## src/rtl/ebm_pkg.sv

```systemverilog
package ebm_pkg;
    typedef enum logic [2:0] {
        PH_IDLE = 3'd0,
        PH_S0   = 3'd1,
        PH_S1   = 3'd2,
        PH_S2   = 3'd3,
        PH_S3   = 3'd4,
        PH_S4   = 3'd5,
        PH_S5   = 3'd6
    } ebm_phase_e;
endpackage

```

## src/rtl/ebm_busclk.sv

```systemverilog
module ebm_busclk (
    input  logic clk,
    input  logic rst_n,
    output logic bus_clk_o
);
    logic tog_d, tog_q;

    always_comb begin
        tog_d = ~tog_q;
    end

    always_ff @(posedge clk or negedge rst_n) begin
        if (!rst_n) tog_q <= 1'b0;
        else        tog_q <= tog_d;
    end

    assign bus_clk_o = tog_q;
endmodule

```

## src/rtl/ebm_wait_ctr.sv

```systemverilog
module ebm_wait_ctr #(
    parameter int CW = 4
) (
    input  logic          clk,
    input  logic          rst_n,
    input  logic          load_i,
    input  logic [CW-1:0] load_val_i,
    input  logic          dec_i,
    output logic          zero_o
);
    logic [CW-1:0] cnt_d, cnt_q;

    always_comb begin
        cnt_d = cnt_q;
        if (load_i)     cnt_d = load_val_i;
        else if (dec_i) cnt_d = cnt_q - CW'(1);
    end

    always_ff @(posedge clk or negedge rst_n) begin
        if (!rst_n) cnt_q <= '0;
        else        cnt_q <= cnt_d;
    end

    assign zero_o = (cnt_q == '0);


    wait_no_underflow_chk: assert property (@(posedge clk) disable iff (!rst_n)
        (dec_i && !load_i) |-> !zero_o);


    wait_load_chk: assert property (@(posedge clk) disable iff (!rst_n)
        load_i |=> (cnt_q == $past(load_val_i)));
endmodule

```

## src/rtl/ebm_lane_dec.sv

```systemverilog
module ebm_lane_dec #(
    parameter int NL = 4,
    parameter int SW = 2,
    localparam int LW = (NL > 1) ? $clog2(NL) : 1
) (
    input  logic [LW-1:0] lsb_i,
    input  logic [SW-1:0] size_i,
    output logic [NL-1:0] mask_o
);
    for (genvar k = 0; k < NL; k++) begin : g_lane
        localparam logic [LW-1:0] KIDX = LW'(k);
        logic byte_hit, half_hit;
        assign byte_hit = (lsb_i == KIDX);
        if (LW >= 2) begin : g_half
            assign half_hit = (lsb_i[LW-1:1] == KIDX[LW-1:1]);
        end else begin : g_half1
            assign half_hit = 1'b1;
        end
        assign mask_o[k] = (size_i == SW'(0)) ? byte_hit :
                           (size_i == SW'(1)) ? half_hit : 1'b1;
    end
endmodule

```

## src/rtl/ebm_master.sv

```systemverilog
module ebm_master #(
    parameter int AW  = 32,
    parameter int DW  = 32,
    parameter int SW  = 2,
    parameter int WCW = 4
) (
    input  logic            clk,
    input  logic            rst_n,
    input  logic            req_i,
    input  logic [AW-1:0]   req_addr_i,
    input  logic [SW-1:0]   req_size_i,
    input  logic            req_write_i,
    input  logic [DW-1:0]   req_wdata_i,
    input  logic            req_int_term_i,
    input  logic [WCW-1:0]  req_wait_i,
    output logic            ready_o,
    output logic            done_o,
    output logic            rvalid_o,
    output logic [DW-1:0]   rdata_o,
    output logic            bus_clk_o,
    output logic [AW-1:0]   addr_o,
    output logic            addr_oe_o,
    output logic            rnw_o,
    output logic [SW-1:0]   siz_o,
    output logic            ts_n_o,
    output logic            tip_n_o,
    output logic            cs_n_o,
    output logic [DW/8-1:0] be_n_o,
    output logic            oe_n_o,
    output logic [DW-1:0]   data_o,
    output logic            data_oe_o,
    input  logic [DW-1:0]   data_i,
    input  logic            ta_n_i,
    output logic            ta_int_n_o
);
    import ebm_pkg::*;

    localparam int NL = DW / 8;
    localparam int LW = (NL > 1) ? $clog2(NL) : 1;

    typedef struct packed {
        ebm_phase_e     ph;
        logic [AW-1:0]  addr;
        logic [SW-1:0]  size;
        logic           wr;
        logic [DW-1:0]  wdata;
        logic           intm;
        logic [DW-1:0]  rdata;
    } xfer_t;

    xfer_t   x_d, x_q;
    logic    bus_clk;
    logic    cnt_zero;
    logic    accept, term, ctr_dec;
    logic [NL-1:0] lane_mask;

    ebm_busclk u_clk (
        .clk       (clk),
        .rst_n     (rst_n),
        .bus_clk_o (bus_clk)
    );

    ebm_wait_ctr #(.CW(WCW)) u_wait (
        .clk        (clk),
        .rst_n      (rst_n),
        .load_i     (accept),
        .load_val_i (req_wait_i),
        .dec_i      (ctr_dec),
        .zero_o     (cnt_zero)
    );

    ebm_lane_dec #(.NL(NL), .SW(SW)) u_lane (
        .lsb_i  (x_q.addr[LW-1:0]),
        .size_i (x_q.size),
        .mask_o (lane_mask)
    );

    assign ready_o = ((x_q.ph == PH_IDLE) && !bus_clk) || (x_q.ph == PH_S5);
    assign accept  = req_i && ready_o;
    assign term    = x_q.intm ? cnt_zero : !ta_n_i;
    assign ctr_dec = (x_q.ph == PH_S3) && x_q.intm && !cnt_zero;

    always_comb begin
        x_d = x_q;
        unique case (x_q.ph)
            PH_IDLE: ;
            PH_S0:   x_d.ph = PH_S1;
            PH_S1:   x_d.ph = PH_S2;
            PH_S2:   x_d.ph = PH_S3;
            PH_S3: begin
                if (term) begin
                    x_d.ph = PH_S4;
                    if (!x_q.wr) x_d.rdata = data_i;
                end else begin
                    x_d.ph = PH_S2;
                end
            end
            PH_S4:   x_d.ph = PH_S5;
            PH_S5:   x_d.ph = PH_IDLE;
            default: x_d.ph = PH_IDLE;
        endcase
        if (accept) begin
            x_d.ph    = PH_S0;
            x_d.addr  = req_addr_i;
            x_d.size  = req_size_i;
            x_d.wr    = req_write_i;
            x_d.wdata = req_wdata_i;
            x_d.intm  = req_int_term_i;
        end
    end

    always_ff @(posedge clk or negedge rst_n) begin
        if (!rst_n) begin
            x_q      <= '0;
            x_q.ph   <= PH_IDLE;
        end else begin
            x_q      <= x_d;
        end
    end

    logic in_xfer, strobe_win, ts_win;

    always_comb begin
        in_xfer    = (x_q.ph != PH_IDLE);
        strobe_win = (x_q.ph == PH_S1) || (x_q.ph == PH_S2) ||
                     (x_q.ph == PH_S3) || (x_q.ph == PH_S4);
        ts_win     = (x_q.ph == PH_S0) || (x_q.ph == PH_S1);

        bus_clk_o  = bus_clk;
        addr_oe_o  = in_xfer;
        addr_o     = in_xfer ? x_q.addr : '0;
        rnw_o      = in_xfer ? !x_q.wr : 1'b1;
        siz_o      = in_xfer ? x_q.size : '0;
        tip_n_o    = !in_xfer;
        ts_n_o     = !ts_win;
        cs_n_o     = !strobe_win;
        be_n_o     = strobe_win ? ~lane_mask : '1;
        oe_n_o     = !(strobe_win && !x_q.wr);
        data_oe_o  = x_q.wr && in_xfer && (x_q.ph != PH_S0);
        data_o     = data_oe_o ? x_q.wdata : '0;
        done_o     = (x_q.ph == PH_S5);
        rvalid_o   = (x_q.ph == PH_S4) && !x_q.wr;
        rdata_o    = x_q.rdata;
        ta_int_n_o = !(x_q.intm &&
                       (((x_q.ph == PH_S3) && cnt_zero) || (x_q.ph == PH_S4)));
    end


    accept_start_chk: assert property (@(posedge clk) disable iff (!rst_n)
        (req_i && ready_o) |=> (!ts_n_o && bus_clk_o && !tip_n_o));


    ts_rise_edge_chk: assert property (@(posedge clk) disable iff (!rst_n)
        $fell(ts_n_o) |-> bus_clk_o);


    ts_hold_chk: assert property (@(posedge clk) disable iff (!rst_n)
        $fell(ts_n_o) |=> !ts_n_o);


    ts_width_chk: assert property (@(posedge clk) disable iff (!rst_n)
        (!ts_n_o && $past(!ts_n_o) && !$past(done_o)) |=> ts_n_o);


    cs_neg_before_tip_chk: assert property (@(posedge clk) disable iff (!rst_n)
        $rose(cs_n_o) |-> (!tip_n_o && !bus_clk_o && addr_oe_o));


    tip_release_chk: assert property (@(posedge clk) disable iff (!rst_n)
        $rose(tip_n_o) |-> (!addr_oe_o && !data_oe_o && $past(done_o)));


    oe_vs_drive_chk: assert property (@(posedge clk) disable iff (!rst_n)
        !(data_oe_o && !oe_n_o));


    rvalid_done_chk: assert property (@(posedge clk) disable iff (!rst_n)
        rvalid_o |=> done_o);
endmodule

```

## config.mk

```make
export PLATFORM = sky130hd
export DESIGN_NAME = ebm_master
export DESIGN_NICKNAME = d
export VERILOG_FILES = /design/src/rtl/ebm_pkg.sv /design/src/rtl/ebm_busclk.sv /design/src/rtl/ebm_wait_ctr.sv /design/src/rtl/ebm_lane_dec.sv /design/src/rtl/ebm_master.sv
export SDC_FILE = /design/constraint.sdc
export NUM_CORES = 1
export LEC_CHECK = 0
export BUFFER_PORTS_ARGS = -buffer_cell sky130_fd_sc_hd__clkbuf_2
export CORE_MARGIN = 1.5
export CORE_UTILIZATION = 39
export DETAILED_ROUTE_END_ITERATION = 16
export PLACE_DENSITY = 0.68
export SKIP_LAST_GASP = 1
export SLEW_MARGIN = 20
export SYNTH_ARGS = -nofsm -noshare
export SYNTH_HDL_FRONTEND = slang
export SYNTH_SLANG_ARGS = --single-unit
```

## constraint.sdc

```tcl
create_clock -name clk -period 3.89 [get_ports clk]
set_clock_uncertainty 0.05 [all_clocks]
set_input_delay 0.389 -clock clk [delete_from_list [all_inputs] [get_ports clk]]
set_output_delay 0.389 -clock clk [all_outputs]
set_load 0.005 [all_outputs]
```

==> results.json <==
{
  "status": "finished, final reports clean",
  "path_buf_inv": 2,
  "combPwrFrac_pct": 39.5,
  "crit_type": "reg2out",
  "seq_area_mm2": 0.00270,
  "hp-class": "in2async",
  "path_clk_slew_ps": 70,
  "multi_input_comb_area_mm2": 0.00195,
  "swShare_pct": 32.2,
  "finalCritPeriodShare_pct": 71.9,
  "die_x_um": 117,
  "coreArea_mm2": 0.0126,
  "slowest_delay_ps": 820,
  "wl_per_cell_um": 15.1,
  "end_kind": "output port",
  "maxSlewViolCount": 0,
  "rsz0062_at_grt": "no",
  "tightestPinTransition_ps": 977,
  "max_cap_viol_count": 0,
  "clkLatencyLatePin_ps": 340,
  "final_util_pct": 50.2,
  "die-area_mm2": 0.0136,
  "clock_sinks": 108,
  "cts_resized": 0,
  "p_clk_share_pct": 18.7,
  "holdBufCountCts": 0,
  "area_delta_synth_final_pct": 25.3,
  "n_fill_cell": 1179,
  "dr.pass1.iters": 4,
  "clock_path_buffers": 2,
  "setup_viol": 0,
  "initial_core_util_pct": 40.0,
  "r2r-start": "x_q[101]",
  "holdWs_ps": 36.2,
  "placed_area_mm2": 0.00604,
  "vias": 3581,
  "rows": 41,
  "drive_gt1_share_pct": 55.2,
  "seqPwrFrac_pct": 41.8,
  "place.gp.congestion": 0.763,
  "p_per_area_mw_per_mm2": 754,
  "slew_headroom_pct": 34.9,
  "p_leak_nw": 3.21,
  "crit_family": "simple AND/OR/NAND/NOR gates",
  "yosys_warnings": 0,
  "cp_cell_sequence": "or3_1, inv_1, a21o_1, clkbuf_2",
  "place_hpwl_um": 8510,
  "detail-route-antenna-nets": 0,
  "drt_iter0_markers": 167,
  "p_sw_mw": 1.54,
  "io_buffers": 221,
  "final_nets": 686,
  "syn_avg_cell_area_um2": 12.8,
  "cts_tree": "yes",
  "grt_max_degree": 82,
  "r2r_setup_slack_ps": 1160,
  "critical-path-slowest-cell": "or3_1",
  "cts_root_buf": "clkbuf_16",
  "max_freq_ghz": 0.358,
  "syn_area_mm2": 0.00505,
  "num_antenna_cells": 0,
  "wirelength_um": 11400,
  "grt_pass1_wl_um": 17700,
  "post-cts-setup-buffer-count": 0,
  "critPathMaxFanout": 36,
  "grt_pass1_vias": 3501,
  "cp-start-kind": "flop",
  "vias_per_cell": 4.75,
  "grt_overflow": 0,
  "ys_ff_latch": 108,
  "cp.required_ps": 3450,
  "drc": 0,
  "worst_r2r_path_depth": 4,
  "seq_area_frac_synth_pct": 53.5,
  "syn_inst": 395,
  "finalSetupTns_ps": 0,
  "die_h_um": 117,
  "htreeDepth": 3,
  "final_area_mm2": 0.00633,
  "r2r_end": "x_q[82]",
  "synth_cell_type_count": 40,
  "period_needed_ps": 2800,
  "boundaryPins": 222,
  "finalHoldViolCount": 0,
  "cts_buffers": 9,
  "antenna_found_initial": 0,
  "synth_nets": 504,
  "ir_worst_vdd_uv": 291,
  "critPathArrivalTime_ps": 2360,
  "power.internal_mw": 3.24,
  "gr-usage-all-layers_pct": 17.0
}
-- through the flow --
| stage | power [mW] | setup slack [ps] | std cells |
|---|---|---|---|
| global placement | 3.85 | 1270 | 738 |
| floorplan | 3.21 | 2050 | 395 |
| CTS | 4.86 | 1020 | 754 |
| finish | 4.77 | 1090 | 754 |
| detailed placement | 3.94 | 1180 | 738 |
| global route | 5.16 | 825 | 754 |
-- power by group through the flow --
stage	combinational [mW]	clock [mW]	sequential (mW)
after floorplan	1.35	0	1.87
after global placement	1.87	0	1.98
after detailed placement	1.92	0	2.02
after CTS	1.93	0.924	2.00
after global routing	2.11	0.971	2.08
final	1.88	0.894	1.99
-- cell usage after synthesis, drive strengths merged --
master,n,area [um2]
a31oi,2,12.5
nor4,1,6.26
and3b,1,8.76
o21ai,7,35.0
a211o,1,8.76
buf,45,334
nand2,3,11.3
o31ai,2,15.0
a21o,2,15.0
nand3b,1,7.51
nor4b,1,8.76
o22ai,1,6.26
nor2,4,15.0
o21a,2,15.0
nor4bb,2,20.0
inv,8,30.0
or4,3,22.5
o41ai,1,8.76
nor3b,2,15.0
a311o,1,10.0
nor2b,1,6.26
dfrtp,108,2700
mux2,100,1130
o31a,1,8.76
a21boi,1,7.51
ha,1,12.5
a2111oi,1,8.76
or3,4,25.0
clkbuf,9,33.8
a21oi,2,21.3
xor2,2,17.5
a211oi,4,30.0
and2,65,407
o21bai,1,7.51
nand2b,5,31.3
-- area by class of cell --
| type | instances | area share (%) |
|---|---|---|
| well taps | 172 | 3.40 |
| repair buffers | 225 | 18.0 |
| clock buffers | 11 | 3.68 |
| flip-flops and latches | 108 | 42.7 |
| clock inverters | 5 | 0.830 |
| inverters | 8 | 0.474 |
| multi-input cells | 225 | 30.9 |
-- worst reg2reg max path, delay by kind of cell (launching register included) --
family	cells	cell delay, ps
AOI/OAI and AO/OA	1	640
DFF	1	530
muxes	1	380
and+or+nand+nor	1	560
buffers and inverters	1	460
-- per-layer routing --
layer  up-vias  part of all wire, %  wire length [um]  global-route usage [%]
met5         -                    0                 0                       0
met4         0                  2.6               302                    8.67
met3        21                  4.1               466                    2.63
met2       106                   53              6060                    29.3
met1      1771                   40              4580                    20.9
li1       1683                    -                 -                       -
-- state kept, by name, indices dropped and copies added, names as in the netlist --
register,flops
x_q,71
u_clk.bus_clk_o,1
rdata_o,32
u_wait.cnt_q,4
-- cells in the final DEF, fill, tap and decap left out, drive strengths merged, types with 4 or more instances in the layout --
cell	n
a211oi	4
and2	65
buf	5
clkbuf	231
dfrtp	108
inv	8
mux2	100
nand2b	5
nor2	4
o21ai	7
or3	4
-- how the worst max path moves through the flow --
stage               startpoint       to  slack [ps]  cells past startpoint
floorplan             x_q[101]  x_q[79]        2050                      6
global placement      x_q[101]  x_q[55]        1270                      4
detailed placement    x_q[101]  x_q[73]        1180                      4
CTS                   x_q[100]  ready_o        1020                      4
global route          x_q[100]  ready_o         820                      4
finish                x_q[100]  ready_o        1090                      4
-- cells by family (layout without fill, tap and decap cells) --
logic type | after synthesis | after routing | synth area share [%]
and+or+nand+nor | 93 | 93 | 11.6
buffers and inverters | 62 | 249 | 7.88
DFF | 108 | 108 | 53.5
xor gates and xnor gates | 2 | 2 | 0.347
AOI/OAI and AO/OA | 29 | 29 | 4.16
adders and majority gates | 1 | 1 | 0.248
muxes | 100 | 100 | 22.3
Power figures use the tool's default switching activity.
